## src/rtl/sad_pkg.sv

```systemverilog
package sad_pkg;

  typedef enum logic {
    SAD_MODE_FULL = 1'b0,
    SAD_MODE_SUB  = 1'b1
  } sad_mode_e;

endpackage

```

## src/rtl/sad_absdiff.sv

```systemverilog
module sad_absdiff #(
  parameter int PIX_W = 8
) (
  input  logic [PIX_W-1:0] a_i,
  input  logic [PIX_W-1:0] b_i,
  output logic [PIX_W-1:0] mag_o
);

  // Subtract the smaller operand from the larger one, so the result is never negative
  always_comb begin
    if (a_i >= b_i) mag_o = a_i - b_i;
    else            mag_o = b_i - a_i;
  end

endmodule

```

## src/rtl/sad_pos_track.sv

```systemverilog
module sad_pos_track
  import sad_pkg::*;
#(
  parameter int BLK_N = 16
) (
  input  logic      clk,
  input  logic      rst_n,
  input  logic      start_i,
  input  logic      pix_vld_i,
  input  sad_mode_e mode_i,
  output logic      take_o,
  output logic      use_o,
  output logic      last_o
);

  localparam int CW = (BLK_N > 1) ? $clog2(BLK_N) : 1;
  localparam logic [CW-1:0] LAST_IDX = CW'(BLK_N - 1);
  localparam logic [CW-1:0] LAST_EVEN_ROW = CW'(BLK_N - 2);

  logic            busy_q, busy_d;
  logic [CW-1:0]   row_q, row_d, col_q, col_d;
  sad_mode_e       mode_q, mode_d;
  logic [CW-1:0]   row_cur, col_cur;
  sad_mode_e       mode_cur;
  logic            row_end, pos_en;

  always_comb begin
    row_cur  = start_i ? '0 : row_q;
    col_cur  = start_i ? '0 : col_q;
    mode_cur = start_i ? mode_i : mode_q;
    take_o   = pix_vld_i & (start_i | busy_q);
    row_end  = (col_cur == LAST_IDX);
    use_o    = take_o & ((mode_cur == SAD_MODE_FULL) | ~row_cur[0]);
    if (mode_cur == SAD_MODE_SUB)
      last_o = take_o & row_end & (row_cur == LAST_EVEN_ROW);
    else
      last_o = take_o & row_end & (row_cur == LAST_IDX);
  end

  always_comb begin
    busy_d = start_i | busy_q;
    row_d  = row_cur;
    col_d  = col_cur;
    mode_d = mode_cur;
    if (take_o) begin
      if (row_end) begin
        col_d = '0;
        row_d = row_cur + 1'b1;
      end else begin
        col_d = col_cur + 1'b1;
      end
    end
    if (last_o) busy_d = 1'b0;
  end

  assign pos_en = start_i | take_o;

  always_ff @(posedge clk or negedge rst_n) begin
    if (!rst_n) begin
      busy_q <= 1'b0;
      row_q  <= '0;
      col_q  <= '0;
      mode_q <= SAD_MODE_FULL;
    end else if (pos_en) begin
      busy_q <= busy_d;
      row_q  <= row_d;
      col_q  <= col_d;
      mode_q <= mode_d;
    end
  end

endmodule

```

## src/rtl/sad_accum.sv

```systemverilog
module sad_accum #(
  parameter int PIX_W = 8,
  parameter int SAD_W = 16
) (
  input  logic             clk,
  input  logic             rst_n,
  input  logic             clr_i,
  input  logic             add_i,
  input  logic [PIX_W-1:0] term_i,
  output logic [SAD_W-1:0] acc_o
);

  logic [SAD_W-1:0] acc_q, acc_d, base, addend;
  logic             acc_en;

  always_comb begin
    base   = clr_i ? '0 : acc_q;
    addend = add_i ? {{(SAD_W-PIX_W){1'b0}}, term_i} : '0;
    acc_d  = base + addend;
    acc_en = clr_i | add_i;
  end

  always_ff @(posedge clk or negedge rst_n) begin
    if (!rst_n)      acc_q <= '0;
    else if (acc_en) acc_q <= acc_d;
  end

  assign acc_o = acc_q;

endmodule

```

## src/rtl/sad_accum_unit.sv

```systemverilog
module sad_accum_unit
  import sad_pkg::*;
#(
  parameter int PIX_W = 8,
  parameter int BLK_N = 16,
  parameter int SAD_W = 16
) (
  input  logic             clk,
  input  logic             rst_n,
  input  logic             start_i,
  input  logic             sub_mode_i,
  input  logic             pix_vld_i,
  input  logic [PIX_W-1:0] cur_pix_i,
  input  logic [PIX_W-1:0] cand_pix_i,
  output logic [SAD_W-1:0] sad_o,
  output logic             done_o
);

  logic             pix_take, pix_use, blk_last;
  logic [PIX_W-1:0] diff_mag;
  logic             done_q;

  sad_pos_track #(.BLK_N(BLK_N)) u_pos (
    .clk       (clk),
    .rst_n     (rst_n),
    .start_i   (start_i),
    .pix_vld_i (pix_vld_i),
    .mode_i    (sad_mode_e'(sub_mode_i)),
    .take_o    (pix_take),
    .use_o     (pix_use),
    .last_o    (blk_last)
  );

  sad_absdiff #(.PIX_W(PIX_W)) u_abs (
    .a_i   (cur_pix_i),
    .b_i   (cand_pix_i),
    .mag_o (diff_mag)
  );

  sad_accum #(.PIX_W(PIX_W), .SAD_W(SAD_W)) u_acc (
    .clk    (clk),
    .rst_n  (rst_n),
    .clr_i  (start_i),
    .add_i  (pix_use),
    .term_i (diff_mag),
    .acc_o  (sad_o)
  );

  always_ff @(posedge clk or negedge rst_n) begin
    if (!rst_n) done_q <= 1'b0;
    else        done_q <= blk_last;
  end

  assign done_o = done_q;

endmodule

```

## config.mk

```make
export PLATFORM = sky130hd
export DESIGN_NAME = sad_accum_unit
export DESIGN_NICKNAME = d
export VERILOG_FILES = /design/src/rtl/sad_pkg.sv /design/src/rtl/sad_absdiff.sv /design/src/rtl/sad_pos_track.sv /design/src/rtl/sad_accum.sv /design/src/rtl/sad_accum_unit.sv
export SDC_FILE = /design/constraint.sdc
export NUM_CORES = 1
export LEC_CHECK = 0
export BUFFER_PORTS_ARGS = -buffer_cell sky130_fd_sc_hd__clkbuf_2
export CAP_MARGIN = 30
export CORE_ASPECT_RATIO = 1.2
export CORE_MARGIN = 3
export CORE_UTILIZATION = 52
export CTS_CLUSTER_DIAMETER = 100
export CTS_CLUSTER_SIZE = 30
export DETAILED_ROUTE_END_ITERATION = 16
export HOLD_SLACK_MARGIN = 0.08
export PLACE_DENSITY = 0.74
export SLEW_MARGIN = 20
export SYNTH_ARGS = -nofsm -noshare
export SYNTH_HDL_FRONTEND = slang
export SYNTH_HIERARCHICAL = 1
export SYNTH_SLANG_ARGS = --single-unit
```

## constraint.sdc

```tcl
create_clock -name clk -period 3.1 [get_ports clk]
set_input_delay 0.62 -clock clk [delete_from_list [all_inputs] [get_ports clk]]
set_output_delay 0.62 -clock clk [all_outputs]
set_load 0.05 [all_outputs]
```

==> results of run 1 <==
registers in the layout (all words and copies together) (netlist names):
name and cells:
u_pos/col_q 4, u_pos/busy_q 1, u_pos/row_q 4, done_o 1, u_pos/mode_q 1, u_acc/acc_o 16
final cells by class:
class                   count  area (µm²)
clock buffers               4        45.0
fillers                   292         826
inverters                  22        87.6
multi-input cells         216        1940
flip-flops and latches     27         676
well taps                  56        70.1
repair buffers             99         716
how the worst max path moves through the flow:
stage,endpoint,startpoint,depth (start not counted)
finish,u_acc/acc_o[15],cur_pix_i[5],17
global route,u_acc/acc_o[15],cur_pix_i[5],17
CTS,u_acc/acc_o[15],cur_pix_i[0],15
detailed placement,u_acc/acc_o[15],cur_pix_i[0],15
global placement,u_acc/acc_o[15],cur_pix_i[0],16
floorplan,u_acc/acc_o[15],cand_pix_i[5],14
synthesized netlist by cell type (all sizes together) (4+ instances only):
library cell,instances
mux2,6
nand4,5
nor2b,20
nand2,26
a31oi,5
clkbuf,7
nand3,8
nor2,5
ha,26
xor2,7
inv,22
o21ai,17
a21oi,19
o31ai,4
and2,8
dfrtp,27
xnor2,9
nor3,5
mux2i,8
a21o,10
layer usage:
metal  track usage (%)  part of all wire (%)  vias up
li1                  -                     -     1150
met5                 0                     0        -
met1              27.1                    40     1154
met3              2.10                   3.2       21
met2              45.1                    52       70
met4              13.7                   4.3        0
metrics by stage:
stage / area, µm² / setup TNS [ns]
floorplan: 2580 / -2.69
global placement: 3180 / -5.30
detailed placement: 3180 / -7.02
CTS: 3340 / -1.28
global route: 3530 / -4.39
finish: 3530 / -3.65
worst max-delay path, stage by stage:
cell and delay (ns):
buf_8 0.10, inv_6 0.04, ha_4 0.19, a21o_1 0.19, a21o_1 0.23, a221oi_4 0.35
buf_12 0.17, buf_4 0.11, mux2i_1 0.23, xor2_1 0.20, and2_4 0.19, ha_4 0.23
buf_4 0.15, a21oi_4 0.15, nor2b_1 0.08, a32oi_2 0.16, mux2_4 0.31
cell families after synthesis:
group | count (synthesis) | share of synthesized area, %
buffers and inverters | 31 | 5.21
XOR/XNOR | 16 | 5.83
flip-flops | 27 | 28.1
AND/OR/NAND/NOR | 91 | 20.9
adder cells (fa/ha/maj) | 29 | 16.0
multiplexers | 14 | 6.14
AO/OA/AOI/OAI | 66 | 17.8
power by group through the flow:
stage	clock [W]	sequential (W)	combinational, W
6_report	0.000205	0.000459	0.00107
5_1_grt	0.000235	0.000466	0.00114
3_3_place_gp	0	0.000460	0.000869
3_5_place_dp	0	0.000462	0.000887
4_1_cts	0.000208	0.000455	0.000954
2_1_floorplan	0	0.000629	0.000434
what timing repair did:
item                       4_1_cts  5_1_grt
resized for setup               24       33
buffers inserted                 4        8
setup endpoints to repair       12       13
pin swaps                       18       36
==> flow_summary.ini, run 1 <==
[run_status]
outcome = finished with violations
violations = negative setup slack

[clock_network]
clk_pin_slew_worst_paths_ns = 0.09
cts_buffer_depth = 2
clock_latency_ns = 0.28
clockRootBuffer = clkbuf_8
tritoncts.num_buffers = 3
tritoncts = built
clkSinkCount = 27
htree_num_levels = 1
cts_hold_buf = 0

[setup_path]
crit_required_ns = 3.27
path_class = input port to register
cp.arrival_ns = 3.71
rr_worst_depth = 11
end_kind = register
r2r_slack_ns = 0.31
start_kind = input port
r2r_start = u_pos/mode_q
rr_endpoint = u_acc/acc_o[15]
cp_max_fo = 7

[global_route]
grt_max_degree = 28
grt.total_usage_pct = 24.7
grt_first_pass_wirelength_um = 10400
overflow = 0
grt_pass1_vias = 2375
antenna_found_initial = 0

[synthesis]
syn-cell-area_um2 = 2400
netlist_instances = 274
synth-edff-count = 0
synth_area_leaders = dfrtp_1, ha_1, nor2b_1, nand2_1, a21oi_1
synth-seq-area-share_pct = 28.1
synth_cell_types = 47
synth_top_area_share_pct = 28.1
yosys.area.top_type = dfrtp_1
async_flop_share_pct = 100
ys.flop_type = dfrtp_1
syn_avg_cell_area_um2 = 8.77
synth_warnings = 6
syn_nets = 324
synth-seq-cells = 27

[sta]
final.setup.worst_slack_ns = -0.441
max_freq_mhz = 282
rsz0062_at_grt = true
skew_ns = 0.00658
worst_pin_slew_ns = 0.704
whs_ns = 0.372
hold_violations = 0
fin_crit_ns = 3.54
maxSlewHeadroom_pct = 53.1
drv_slew = 0
timing.final.crit_share_pct = 114
setup_viol = 11

[drt]
first_iter_violations = 138
wirelength_um = 6800
postRouteAntennaNets = 0
drc = 0
viasPerCell = 5.65
firstDrtPassIters = 4
wl_per_cell_um = 16.0
dr_total_vias = 2395

[floorplan]
die_area_um2 = 5480
initial_utilization_pct = 55.1
fp.dieW_um = 68.1
die_h_um = 80.5
io-pin-count = 38
core-area_um2 = 4360
rows = 26

[final_layout]
finalNonFillerCells = 424
drive_gt1_share_pct = 45.9
fin_util_pct = 81.1
layout_commonest_cell = buf_4
num_antenna_cells = 0
finalNetCount = 419
area_growth_syn_to_layout_pct = 47.0
final_cell_mix = buf_4, clkbuf_2, dfrtp_1

[hold_path]
hold_class = input port to asynchronous set/reset pin

[job]
max_cap_violations = 0

[power_and_ir_drop]
p_int_w = 0.000983
p_total_w = 0.00174
power.share.combinational_pct = 61.8
p_clk_share_pct = 11.8
powerDensity_nw_per_um2 = 492
seq_power_share_pct = 26.4
p_switching_w = 0.000754
ir_drop_uv = 290
p_leak_nw = 1.72
swShare_pct = 43.4

[placed_design]
post-dp-hpwl_um = 4910
dp_slack_ns = -0.680
port_buffers = 37
dp.cells = 410
place_congestion = 0.883
Power figures use the tool's default switching activity.
==> run 2: changes to the inputs <==
--- a/config.mk
+++ b/config.mk
@@ -15,6 +15,7 @@
 export DETAILED_ROUTE_END_ITERATION = 16
 export HOLD_SLACK_MARGIN = 0.08
 export PLACE_DENSITY = 0.74
+export SETUP_SLACK_MARGIN = 0.4
 export SLEW_MARGIN = 20
 export SYNTH_ARGS = -nofsm -noshare
 export SYNTH_HDL_FRONTEND = slang
==> run 2 against run 1 <==
Effect of this change: the flow still finishes with violations (negative setup slack); core utilization up 3.5 points; design area up 4.3%; non-clock buffer count up 4; wire length up 5.6%; die area unchanged.
==> flow_summary.ini, run 2 (synthesis gave the netlist of run 1 again) <==
[run_status]
outcome = finished with violations
violations = negative setup slack

[setup_path]
path_class = input port to register
start_kind = input port
crit_end = u_acc/acc_o[12]
rr_endpoint = u_acc/acc_o[15]
cp.arrival_ns = 3.59
rr_worst_depth = 10
crit_required_ns = 3.32
cp-startpoint = cur_pix_i[0]
r2r_start = u_pos/mode_q
end_kind = register
r2r_slack_ns = 0.30
cp_max_fo = 7

[sta]
max_freq_mhz = 297
rsz0062_at_grt = true
drv_slew = 0
timing.final.crit_share_pct = 109
hold_violations = 0
maxSlewHeadroom_pct = 55.1
final.setup.worst_slack_ns = -0.272
setup_viol = 14
skew_ns = 0.00953
fin_crit_ns = 3.37
whs_ns = 0.347
worst_pin_slew_ns = 0.673

[clock_network]
clockRootBuffer = clkbuf_8
htree_num_levels = 1
clock_latency_ns = 0.29
tritoncts = built
cts_buffer_depth = 2
clkSinkCount = 27
clk_pin_slew_worst_paths_ns = 0.11
tritoncts.num_buffers = 3

[placed_design]
port_buffers = 37
post_dp_cell_area_um2 = 3210
place_congestion = 0.871
post-dp-hpwl_um = 4700
dp_slack_ns = -0.714

[floorplan]
fp.dieW_um = 68.1
die_area_um2 = 5480
core-area_um2 = 4360
io-pin-count = 38
initial_utilization_pct = 55.1
rows = 26
die_h_um = 80.5

[power_and_ir_drop]
p_leak_nw = 1.75
p_int_w = 0.00101
swShare_pct = 43.7
ir_drop_uv = 260
p_clk_share_pct = 12.2
seq_power_share_pct = 25.5
powerDensity_nw_per_um2 = 485
p_switching_w = 0.000781
power.share.combinational_pct = 62.2

[global_route]
overflow = 0
grt_first_pass_wirelength_um = 10600
grt_max_degree = 28
grt_pass1_vias = 2402
antenna_found_initial = 0
grt.total_usage_pct = 25.1

[final_layout]
finalNetCount = 423
largest_reg_flops = 16
postLayoutCellArea_um2 = 3680
final_cell_mix = buf_4, clkbuf_2, dfrtp_1
area_growth_syn_to_layout_pct = 53.3
layout_commonest_cell = buf_4
num_antenna_cells = 0
drive_gt1_share_pct = 49.5

[drt]
drc = 0
postRouteAntennaNets = 0
first_iter_violations = 177
wirelength_um = 7190
wl_per_cell_um = 16.8
firstDrtPassIters = 4
dr_total_vias = 2448
viasPerCell = 5.72

[hold_path]
hold_class = input port to asynchronous set/reset pin

[job]
max_cap_violations = 0
==> run 2: metrics by stage <==
| step | util, % | setup TNS [ns] | instances | total power, W |
|---|---|---|---|---|
| after floorplan | - | -2.69 | 274 | 0.00107 |
| after global placement | 73.7 | -6.42 | 414 | 0.00134 |
| after detailed placement | 73.7 | -7.09 | 414 | 0.00137 |
| after CTS | 79.8 | -1.59 | 423 | 0.00168 |
| after global routing | 84.5 | -3.79 | 428 | 0.00187 |
| final | 84.5 | -2.40 | 428 | 0.00179 |
==> run 2: power groups by stage <==
stage	sequential, W	clock [W]	combinational (W)
2_1_floorplan	0.000629	0	0.000444
3_3_place_gp	0.000458	0	0.000883
3_5_place_dp	0.000462	0	0.000905
4_1_cts	0.000455	0.000220	0.00100
5_1_grt	0.000464	0.000234	0.00118
6_report	0.000457	0.000219	0.00111
==> run 2: critical path: stages <==
cell and delay (ns):
buf_6 0.07, inv_2 0.04, ha_4 0.15, fa_2 0.37, o211ai_1 0.29, a221oi_4 0.11, buf_12 0.16, buf_4 0.13
mux2i_2 0.14, xor2_1 0.17, and2_4 0.15, ha_4 0.31, nand2_4 0.08, o21ai_4 0.15, a21oi_4 0.07, or4_1 0.43
a21oi_1 0.13
==> run 2: routing by layer <==
metal  part of all wire [%]  GRT usage [%]  routed length, µm  vias up
met1                     38           26.9               2720     1187
met5                      0              0                  0        -
li1                       -              -                  -     1161
met2                     56           48.1               4000       82
met4                    2.4           9.74                170        0
met3                    4.2           2.80                300       18
==> run 2: cell type report <==
type                            instances  area, µm²
Timing Repair Buffer                  103        773
Inverter                               22       87.6
Clock inverter                          1       8.76
Tap cell                               56       70.1
Multi-Input combinational cell        216       2030
Sequential cell                        27        676
Fill cell                             250        674
Clock buffer                            3       41.3
==> run 2: worst min-delay path by stage <==
stage | end | cells after the start | slack, ns | from
CTS | done_o | 1 | 0.37 | rst_n
floorplan | done_o | 0 | 0.32 | rst_n
finish | done_o | 1 | 0.35 | rst_n
detailed placement | u_acc/acc_o[7] | 2 | 0.49 | u_acc/acc_o[7]
global route | done_o | 1 | 0.39 | rst_n
global placement | u_acc/acc_o[7] | 2 | 0.48 | u_acc/acc_o[7]
==> run 2: repair_timing <==
action                     in CTS  in global routing
setup buffers                   5                  5
gates resized for setup        34                 42
pin swaps                      34                 27
hold buffers                    0                  0
setup endpoints to repair      15                 15
==> run 3: changes to the inputs <==
==> constraint.sdc (replaced) <==
create_clock -name clk -period 3.1 [get_ports clk]
set_input_delay 0.155 -clock clk [delete_from_list [all_inputs] [get_ports clk]]
set_output_delay 0.155 -clock clk [all_outputs]
set_load 0.05 [all_outputs]
==> run 3 against run 2 <==
Effect of this change: the run now ends clean; maximum frequency rose by 15%; critical path depth fell by 1; via count fell by 4.5%; combinational power fell by 9.9%; first-iteration DRC count fell by 19%; core utilization fell by 6.3 points; count of clock-buffer cells in the layout did not move; clock power fell by 7%; worst hold slack got worse by 0.21 ns; design area fell by 7.4%; non-clock buffer count fell by 15; flip-flop and latch count did not move; largest cell class unchanged.
==> flow_summary.ini, run 3 (synthesis gave the netlist of run 1 again) <==
[run_status]
outcome = finished clean

[global_route]
grt.total_usage_pct = 23.8
antenna_found_initial = 0
grt_pass1_vias = 2332
grtUsageMet1_pct = 26.1
grt_first_pass_wirelength_um = 10100
grt_max_degree = 28
grt_busiest_layer = met2
grt.met3_usage_pct = 1.82
overflow = 0
grtUsageMet2_pct = 45.8

[placed_design]
dp_slack_ns = -0.173
dp.cells = 401
place_congestion = 0.903
post-dp-hpwl_um = 4670
port_buffers = 37

[power_and_ir_drop]
swShare_pct = 43.8
seq_power_share_pct = 27.3
p_switching_w = 0.000727
p_total_w = 0.00166
p_leak_nw = 1.63
p_int_w = 0.000933
p_clk_share_pct = 12.3
powerDensity_nw_per_um2 = 487
power.share.combinational_pct = 60.4
ir_drop_uv = 262

[floorplan]
initial_utilization_pct = 55.1
rows = 26
fp.dieW_um = 68.1
die_area_um2 = 5480
die_h_um = 80.5
io-pin-count = 38
core-area_um2 = 4360

[setup_path]
crit_chain = buf_8 -> ha_4 -> a21o_1 -> a21o_1 -> a221oi_4 -> buf_12 -> mux2i_2 -> xnor2_1 -> and2_4 -> ha_4 -> buf_6 -> a21oi_4 -> nand2_2 -> a21oi_4 -> or4_4 -> a21oi_2
cp_max_fo = 7
cp.arrival_ns = 3.15
path_class = input port to register
cp_top_family = compound AO/OA/AOI/OAI gates
start_kind = input port
crit_buf_inv = 3
slowest_stage = or4_4
end_kind = register
slowest_delay_ns = 0.51
crit_required_ns = 3.31

[drt]
dr_total_vias = 2338
drc = 0
postRouteAntennaNets = 0
firstDrtPassIters = 4
wl_per_cell_um = 15.6
first_iter_violations = 144
viasPerCell = 5.66
wirelength_um = 6450

[sta]
worst_pin_slew_ns = 0.682
hold_violations = 0
max_freq_mhz = 340
fin_crit_ns = 2.94
skew_ns = 0.00322
final.setup.worst_slack_ns = 0.157
maxSlewHeadroom_pct = 54.5
rsz0062_at_grt = true
tns_ns = 0
setup_viol = 0
drv_slew = 0
timing.final.crit_share_pct = 94.9

[final_layout]
fin_util_pct = 78.2
finalNonFillerCells = 413
layout_commonest_cell = buf_4
finalNetCount = 408
drive_gt1_share_pct = 43.7
area_growth_syn_to_layout_pct = 41.9
final_cell_mix = buf_4, clkbuf_2, dfrtp_1
num_antenna_cells = 0
largest_reg_flops = 16

[clock_network]
tritoncts.num_buffers = 3
cts_buffer_depth = 2
htree_num_levels = 1
tritoncts = built
clock_latency_ns = 0.27
clk_pin_slew_worst_paths_ns = 0.10
clkSinkCount = 27
clockRootBuffer = clkbuf_8

[job]
max_cap_violations = 0

[hold_path]
hold_class = input port to register
-- run 3: cell count changes in the layout (fill, tap and decap cells not counted), sizes merged --
cell	previous run	this run
buf	72	52
clkbuf	34	38
clkinv	1	2
dlygate4sd3	0	1
inv	22	21
-- run 3: per-stage QoR --
stage	cell area [µm²]	hold WS, ns
global route	3410	0.137
detailed placement	3120	0.232
finish	3410	0.136
CTS	3290	0.130
global placement	3120	0.222
floorplan	2580	-0.141
-- run 3: repair_timing --
action | 4_1_cts | 5_1_grt
resized for setup | 17 | 31
hold buffers | 1 | 0
pin swaps | 21 | 20
endpoints found under the hold margin | 27 | 0
setup endpoints to repair | 12 | 13
setup buffers | 5 | 2
cloned | 0 | 0
-- run 3: final cells by class --
type | instances | area, µm²
inverter | 22 | 87.6
clock inverter | 1 | 5.00
clock buffer | 3 | 41.3
multi-input combinational | 216 | 1910
tap | 56 | 70.1
timing repair buffer | 88 | 626
sequential | 27 | 676
fill | 321 | 948
-- run 3: routing by layer --
metal	vias up	wire, µm	part of all wire [%]
met1	1134	2530	39
met4	0	136	2.1
li1	1138	-	-
met5	-	0	0
met2	54	3610	56
met3	12	170	2.6
-- run 3: worst paths after layout --
check	startpoint	to	slack [ns]	cells past startpoint
setup / recovery	cand_pix_i[5]	u_acc/acc_o[12]	0.16	16
hold / removal	sub_mode_i	u_pos/mode_q	0.14	2
setup reg to reg	u_pos/mode_q	u_acc/acc_o[12]	0.28	12
hold reg to reg	u_acc/acc_o[3]	u_acc/acc_o[3]	0.52	2
max in group asynchronous	rst_n	u_pos/row_q[3]	2.22	2
min in group asynchronous	rst_n	u_acc/acc_o[14]	0.44	2
-- run 3: worst register-to-register path, stage by stage, from the launching register on --
cell	delay, ns
dfrtp_1	0.39
mux2_2	0.27
ha_1	0.19
nor2_1	0.10
buf_4	0.21
and2_1	0.16
ha_1	0.20
fa_2	0.25
nand3_2	0.13
nand2_2	0.12
a21oi_4	0.09
or4_4	0.52
a21oi_2	0.14
-- run 3: power by group through the flow --
stage	clock network, W	logic, W	registers (W)
finish	0.000204	0.00100	0.000454
global route	0.000226	0.00107	0.000462
CTS	0.000206	0.000942	0.000454
detailed placement	0	0.000880	0.000461
global placement	0	0.000859	0.000457
floorplan	0	0.000434	0.000629
